**src/rtl/fa_cache_pkg.sv**
```systemverilog
package fa_cache_pkg;
    localparam int unsigned CA_WAYS   = 8;
    localparam int unsigned CA_TAG_W  = 5;
    localparam int unsigned CA_OFFS_W = 2;
    localparam int unsigned CA_DATA_W = 32;
endpackage

```
**src/rtl/fa_tag_match.sv**
```systemverilog
module fa_tag_match #(
    parameter  int unsigned WAYS   = 8,
    parameter  int unsigned TAG_W  = 5,
    parameter  int unsigned DATA_W = 32,
    localparam int unsigned WAY_W  = $clog2(WAYS)
) (
    input  logic                              clk,
    input  logic                              rst_n,
    input  logic [WAYS-1:0]                   valid_i,
    input  logic [WAYS-1:0][TAG_W-1:0]        tags_i,
    input  logic [WAYS-1:0][DATA_W-1:0]       data_i,
    input  logic [TAG_W-1:0]                  tag_i,
    output logic [WAYS-1:0]                   match_o,
    output logic                              hit_o,
    output logic [WAY_W-1:0]                  way_o,
    output logic [DATA_W-1:0]                 data_o
);
    // parallel compare, one comparator per entry
    for (genvar g = 0; g < WAYS; g++) begin : g_cmp
        assign match_o[g] = valid_i[g] && (tags_i[g] == tag_i);
    end

    assign hit_o = |match_o;

    // AND-OR select: valid because at most one entry matches
    always_comb begin
        way_o  = '0;
        data_o = '0;
        for (int i = 0; i < WAYS; i++) begin
            if (match_o[i]) begin
                way_o  = way_o | WAY_W'(i);
                data_o = data_o | data_i[i];
            end
        end
    end

    AST_ONE_MATCH: assert property (@(posedge clk) disable iff (!rst_n)
        $onehot0(match_o));
endmodule

```
**src/rtl/fa_lru_order.sv**
```systemverilog
module fa_lru_order #(
    parameter  int unsigned WAYS  = 8,
    localparam int unsigned WAY_W = $clog2(WAYS)
) (
    input  logic              clk,
    input  logic              rst_n,
    input  logic [WAYS-1:0]   valid_i,
    input  logic              touch_i,
    input  logic [WAY_W-1:0]  touch_way_i,
    output logic [WAY_W-1:0]  victim_o
);
    // rank 0 = most recent, WAYS-1 = least recent; ranks form a permutation
    typedef struct packed {
        logic [WAYS-1:0][WAY_W-1:0] rank;
    } lru_t;

    lru_t lru_d, lru_q;
    logic [WAYS-1:0] oldest;
    logic            free_found;

    always_comb begin
        lru_d = lru_q;
        if (touch_i) begin
            for (int i = 0; i < WAYS; i++) begin
                if (WAY_W'(i) == touch_way_i) begin
                    lru_d.rank[i] = '0;
                end else if (lru_q.rank[i] < lru_q.rank[touch_way_i]) begin
                    lru_d.rank[i] = lru_q.rank[i] + 1'b1;
                end
            end
        end
    end

    always_comb begin
        for (int i = 0; i < WAYS; i++) begin
            oldest[i] = (lru_q.rank[i] == WAY_W'(WAYS - 1));
        end
        victim_o   = '0;
        free_found = 1'b0;
        for (int i = 0; i < WAYS; i++) begin
            if (!free_found && !valid_i[i]) begin
                victim_o   = WAY_W'(i);
                free_found = 1'b1;
            end
        end
        if (!free_found) begin
            for (int i = 0; i < WAYS; i++) begin
                if (oldest[i]) victim_o = WAY_W'(i);
            end
        end
    end

    always_ff @(posedge clk) begin
        if (!rst_n) begin
            for (int i = 0; i < WAYS; i++) lru_q.rank[i] <= WAY_W'(i);
        end else begin
            lru_q <= lru_d;
        end
    end

    AST_RANK_UNIQUE: assert property (@(posedge clk) disable iff (!rst_n)
        $countones(oldest) == 1);
    AST_MRU_AFTER_TOUCH: assert property (@(posedge clk) disable iff (!rst_n)
        touch_i |=> lru_q.rank[$past(touch_way_i)] == '0);
endmodule

```
**src/rtl/fa_lru_cache.sv**
```systemverilog
module fa_lru_cache
    import fa_cache_pkg::*;
#(
    parameter  int unsigned WAYS   = CA_WAYS,
    parameter  int unsigned TAG_W  = CA_TAG_W,
    parameter  int unsigned OFFS_W = CA_OFFS_W,
    parameter  int unsigned DATA_W = CA_DATA_W,
    localparam int unsigned ADDR_W = TAG_W + OFFS_W,
    localparam int unsigned WAY_W  = $clog2(WAYS)
) (
    input  logic              clk,
    input  logic              rst_n,
    input  logic              req_valid,
    input  logic              req_write,
    input  logic [ADDR_W-1:0] req_addr,
    input  logic [DATA_W-1:0] req_wdata,
    output logic              mem_we,
    output logic [TAG_W-1:0]  mem_addr,
    output logic [DATA_W-1:0] mem_wdata,
    input  logic [DATA_W-1:0] mem_rdata,
    output logic              rsp_valid,
    output logic              rsp_hit,
    output logic [WAY_W-1:0]  rsp_way,
    output logic [DATA_W-1:0] rsp_data
);
    typedef struct packed {
        logic [WAYS-1:0]              valid;
        logic [WAYS-1:0][TAG_W-1:0]   tag;
        logic [WAYS-1:0][DATA_W-1:0]  data;
        logic                         rsp_valid;
        logic                         rsp_hit;
        logic [WAY_W-1:0]             rsp_way;
        logic [DATA_W-1:0]            rsp_data;
    } state_t;

    state_t st_d, st_q;

    logic [TAG_W-1:0]  lookup_tag;
    logic [WAYS-1:0]   match_vec;
    logic              any_hit;
    logic [WAY_W-1:0]  hit_way;
    logic [DATA_W-1:0] hit_data;
    logic [WAY_W-1:0]  victim_way;
    logic              touch;
    logic [WAY_W-1:0]  touch_way;

    assign lookup_tag = req_addr[ADDR_W-1:OFFS_W];

    fa_tag_match #(.WAYS(WAYS), .TAG_W(TAG_W), .DATA_W(DATA_W)) u_match (
        .clk     (clk),
        .rst_n   (rst_n),
        .valid_i (st_q.valid),
        .tags_i  (st_q.tag),
        .data_i  (st_q.data),
        .tag_i   (lookup_tag),
        .match_o (match_vec),
        .hit_o   (any_hit),
        .way_o   (hit_way),
        .data_o  (hit_data)
    );

    // hits of either kind and read fills update recency; write misses do not
    assign touch     = req_valid && (any_hit || !req_write);
    assign touch_way = any_hit ? hit_way : victim_way;

    fa_lru_order #(.WAYS(WAYS)) u_lru (
        .clk         (clk),
        .rst_n       (rst_n),
        .valid_i     (st_q.valid),
        .touch_i     (touch),
        .touch_way_i (touch_way),
        .victim_o    (victim_way)
    );

    // write-through path to memory
    assign mem_we    = req_valid && req_write;
    assign mem_addr  = lookup_tag;
    assign mem_wdata = req_wdata;

    always_comb begin
        st_d           = st_q;
        st_d.rsp_valid = req_valid;
        st_d.rsp_hit   = req_valid && any_hit;
        if (req_valid) begin
            st_d.rsp_way = touch_way;
            if (req_write) begin
                if (any_hit) st_d.data[hit_way] = req_wdata;
                st_d.rsp_data = req_wdata;
            end else if (any_hit) begin
                st_d.rsp_data = hit_data;
            end else begin
                st_d.valid[victim_way] = 1'b1;
                st_d.tag[victim_way]   = lookup_tag;
                st_d.data[victim_way]  = mem_rdata;
                st_d.rsp_data          = mem_rdata;
            end
        end
    end

    always_ff @(posedge clk) begin
        if (!rst_n) st_q <= '0;
        else        st_q <= st_d;
    end

    assign rsp_valid = st_q.rsp_valid;
    assign rsp_hit   = st_q.rsp_hit;
    assign rsp_way   = st_q.rsp_way;
    assign rsp_data  = st_q.rsp_data;

    AST_READ_LEAVES_LINE: assert property (@(posedge clk) disable iff (!rst_n)
        (req_valid && !req_write) |=>
            (st_q.valid[$past(touch_way)] &&
             st_q.tag[$past(touch_way)] == $past(lookup_tag)));
    AST_WRITE_MISS_NO_ALLOC: assert property (@(posedge clk) disable iff (!rst_n)
        (req_valid && req_write && !any_hit) |=>
            ($stable(st_q.valid) && $stable(st_q.tag)));
    AST_FILL_ONLY_WHEN_FREE_OR_FULL: assert property (@(posedge clk) disable iff (!rst_n)
        (req_valid && !req_write && !any_hit && !(&st_q.valid)) |->
            !st_q.valid[victim_way]);
endmodule

```
**config.mk**
```make
export PLATFORM = sky130hd
export DESIGN_NAME = fa_lru_cache
export DESIGN_NICKNAME = d
export VERILOG_FILES = /design/src/rtl/fa_cache_pkg.sv /design/src/rtl/fa_tag_match.sv /design/src/rtl/fa_lru_order.sv /design/src/rtl/fa_lru_cache.sv
export SDC_FILE = /design/constraint.sdc
export NUM_CORES = 1
export LEC_CHECK = 0
export BUFFER_PORTS_ARGS = -buffer_cell sky130_fd_sc_hd__buf_2
export CAP_MARGIN = 25
export CELL_PAD_IN_SITES_DETAIL_PLACEMENT = 1
export CELL_PAD_IN_SITES_GLOBAL_PLACEMENT = 1
export CORE_MARGIN = 8
export CORE_UTILIZATION = 46
export DETAILED_ROUTE_END_ITERATION = 12
export PLACE_DENSITY = 0.91
export SLEW_MARGIN = 0
export SYNTH_ARGS = -nofsm -noshare
export SYNTH_HDL_FRONTEND = slang
export SYNTH_SLANG_ARGS = --single-unit
```
**constraint.sdc**
```tcl
create_clock -name clk -period 5.9 [get_ports clk]
set_input_delay 0.885 -clock clk [delete_from_list [all_inputs] [get_ports clk]]
set_output_delay 0.885 -clock clk [all_outputs]
set_load 0.02 [all_outputs]
```
==> impl_metrics.csv <==
group,metric,value,unit
route,drt_iter0_drc,2347,
route,vias_per_cell,7.23,
finish,drive_gt1_share,14.7,%
worst_hold_path,hold_path_depth,2,
placement,dpl.hpwl,41400,µm
placement,gp_congestion,0.883,
placement,placed_area,19300,µm²
global_routing,grt_pass1_wl,116000,µm
route,routedWlPerCell,27.7,µm
synth,ys.flop_type,"dfxtp_1",
power,p_leak,8.30,nW
synth,syn_nets,2281,
floorplan,num_io_pins,150,
timing,setup-violations-final,0,
floorplan,fp-row-count,74,
power,p_per_area,275,nW/µm²
critical_path,worst-r2r-cell-count,16,
power,swShare,26.4,%
clocking,clock_path_buffers,3,
global_routing,grt_max_degree,120,
synth,synth_edf_count,0,
status,status,"finished, final reports clean",
clocking,clkSinkCount,365,
critical_path,path_class,"primary input to flop",
timing,fmax,0.195,GHz
critical_path,start_kind,"primary input",
finish,fill_cells,4650,
synth,yosys_warnings,0,
clocking,cts_resized,0,
clocking,cts_setup_buffers,0,
clocking,insertion_delay,0.59,ns
global_routing,antenna_found_initial,0,
worst_hold_path,min_path_type,"flop to flop",
route,drtAntennaViolNets,0,
synth,avgSynthCellArea,8.64,µm²
synth,ys_ff_latch,365,
synth,synth_top_area_share,38.8,%
route,firstDrtPassIters,7,
critical_path,arrival,5.62,ns
clocking,cts_tree,"built",
critical_path,cp_max_fo,17,
synth,synth_area_leaders,"dfxtp_1 39%, o221ai_1 12%, o21ai_0 6.7%",
timing,finalCritPeriodShare,86.8,%
power,vdd_drop_max,0.198,mV
timing,slew_headroom,23.9,%
power,p_clk_share,46.5,%
floorplan,start_util,46.4,%
global_routing,overflow,0,
power,pwr-share-comb,8.7,%
floorplan,dieWidth,218,µm
finish,n_antenna_cell,0,
clocking,clk_pin_slew_worst_paths,0.06,ns
route,vias,19500,
synth,synth_cell_types,74,
finish,finish.instance_area,20700,µm²
timing,finClkSkew,0.0292,ns
synth,synth-seq-area-share,38.8,%
route,route.detailed.drc,0,
clocking,cts_hold_buffers,0,
critical_path,cp.required,6.39,ns
finish,nNetsFinal,2232,
timing,fin_crit,5.12,ns
power,netSwitchingPower,1.50,mW
clocking,cts_made_buffers,41,
timing,rsz0062_at_grt,"false",
synth,ys_async_sr_fraction,0,%
synth,synth_cells,2180,
timing,fin_setup_tns,0,ns
clocking,h-tree-depth,2,
synth,syn_area,18800,µm²
timing,hold_viol_final,0,
global_routing,grt_use_total,30.1,%
finish,area_growth,9.83,%
power,seqPwrFrac,44.8,%
timing,tightest_slew,1.14,ns
floorplan,die_h,218,µm
placement,pre_cts_slack,0.416,ns
power,p_total,5.68,mW
synth,yosysTopAreaCell,"dfxtp_1",
floorplan,core,40600,µm²
route,wirelength,74700,µm
timing,worst_slack,0.777,ns
placement,numPortBuffers,147,
critical_path,end_kind,"flop",
clocking,cts_root_buf,"clkbuf_16",
global_routing,grt_pass1_vias,20400,
timing,slew_viol_final,0,
floorplan,dieArea,47700,µm²
power,p_int,4.18,mW
job,cap_violations,0,
==> cell type report <==
class | count | area (µm²) | share of cell area [%]
clock buffers | 65 | 1280 | 6.17
clock inverters | 9 | 96.3 | 0.466
inverters | 13 | 56.3 | 0.272
repair buffers | 202 | 1190 | 5.77
flip-flops and latches | 365 | 7310 | 35.3
well taps | 532 | 666 | 3.22
multi-input cells | 1508 | 10100 | 48.8
==> layout by cell type (no fill, tap or decap), types with 9 or more instances in the layout <==
cell       synthesis  layout
buf_4             78      55
mux2i_1           42      42
o22ai_1            9       9
inv_1             13      12
a22oi_1           65      65
o211a_1           93      93
buf_2              6     144
ha_1              26      26
a221oi_1          32      32
a22o_1            33      33
o221ai_1         249     249
dfxtp_1          365     365
a21oi_1           43      43
nand2_1          138     136
nand3_1           23      23
xor2_1            20      20
clkbuf_8           0      14
xnor2_1           20      20
clkbuf_1         193       9
clkbuf_16          0      42
o211ai_1          36      36
o21ai_0          253     253
nand4_1           41      41
nor2_1           263     255
==> worst paths after layout <==
check	slack (ns)	endpoint	start
setup / recovery	0.78	u_lru.lru_q[15]$_SDFFE_PN1P_	req_addr[5]
hold / removal	0.50	rsp_way[1]$_SDFFE_PN0P_	rsp_way[1]$_SDFFE_PN0P_
setup reg to reg	1.10	u_lru.lru_q[15]$_SDFFE_PN1P_	u_lru.lru_q[4]$_SDFFE_PN0P_
hold reg to reg	0.50	rsp_way[1]$_SDFFE_PN0P_	rsp_way[1]$_SDFFE_PN0P_
==> through the flow <==
stage,hold slack (ns),utilization (%),instances
finish,0.495,50.9,2694
global route,0.510,50.9,2694
CTS,0.499,50.9,2693
detailed placement,0.483,47.5,2619
global placement,0.472,47.5,2619
floorplan,0.461,-,2180
==> sequential cells by signal, summed over array words and instances, names as in the netlist <==
signal,count
rsp_data,32
rsp_hit,1
rsp_valid,1
rsp_way,3
st_q,304
u_lru.lru_q,24
==> metal layers <==
metal / routed length [µm] / share of wire, % / global-route usage, %
met5: 0 / 0 / 0
met4: 3800 / 5.1 / 15.6
met3: 8140 / 11 / 7.37
met2: 34500 / 46 / 48.1
met1: 28300 / 38 / 37.1
==> synthesized netlist by cell type, types with 5 or more instances <==
cell type / number
clkbuf_1: 193
mux2_2: 6
a22oi_1: 65
buf_2: 6
inv_1: 13
a221oi_1: 32
a31oi_1: 7
o221ai_1: 249
nor4_1: 7
nor2_1: 263
dfxtp_1: 365
a22o_1: 33
o22ai_1: 9
xnor2_1: 20
buf_6: 9
nand3_1: 23
nand4_1: 41
mux2i_1: 42
ha_1: 26
o21ai_0: 253
buf_4: 78
nor3_1: 8
o211ai_1: 36
and3_1: 5
and2_1: 8
nand2_1: 138
buf_1: 8
a21oi_1: 43
o211a_1: 93
xor2_1: 20
==> cells by family (layout without fill, tap and decap cells) <==
kind of cell | Yosys count | after routing | share of synthesized area (%)
DFF | 365 | 365 | 38.8
adders and majority gates | 28 | 28 | 1.84
AOI/OAI and AO/OA | 870 | 870 | 34.6
muxes | 49 | 49 | 2.65
buffers and inverters | 307 | 289 | 8.07
and+or+nand+nor | 521 | 521 | 12.3
xor gates and xnor gates | 40 | 40 | 1.86
==> power groups by stage <==
stage	Sequential (mW)	Clock, mW	Combinational (mW)
after floorplan	2.59	0	0.352
after CTS	2.54	2.65	0.487
after detailed placement	2.60	0	0.481
final	2.54	2.64	0.496
after global placement	2.59	0	0.461
after global routing	2.55	2.76	0.532
==> worst max-delay path: stages <==
cell	delay [ns]
buf_2	0.38
xor2_1	0.15
nor4_1	0.24
and3_1	0.86
or2_1	0.33
o21ai_2	0.22
nand2_1	0.14
and3_1	0.18
a311oi_1	0.05
a31oi_1	0.75
ha_1	0.41
a41o_1	0.22
a31oi_1	0.33
mux2_1	0.36
o211ai_1	0.09
Power figures use the tool's default switching activity.
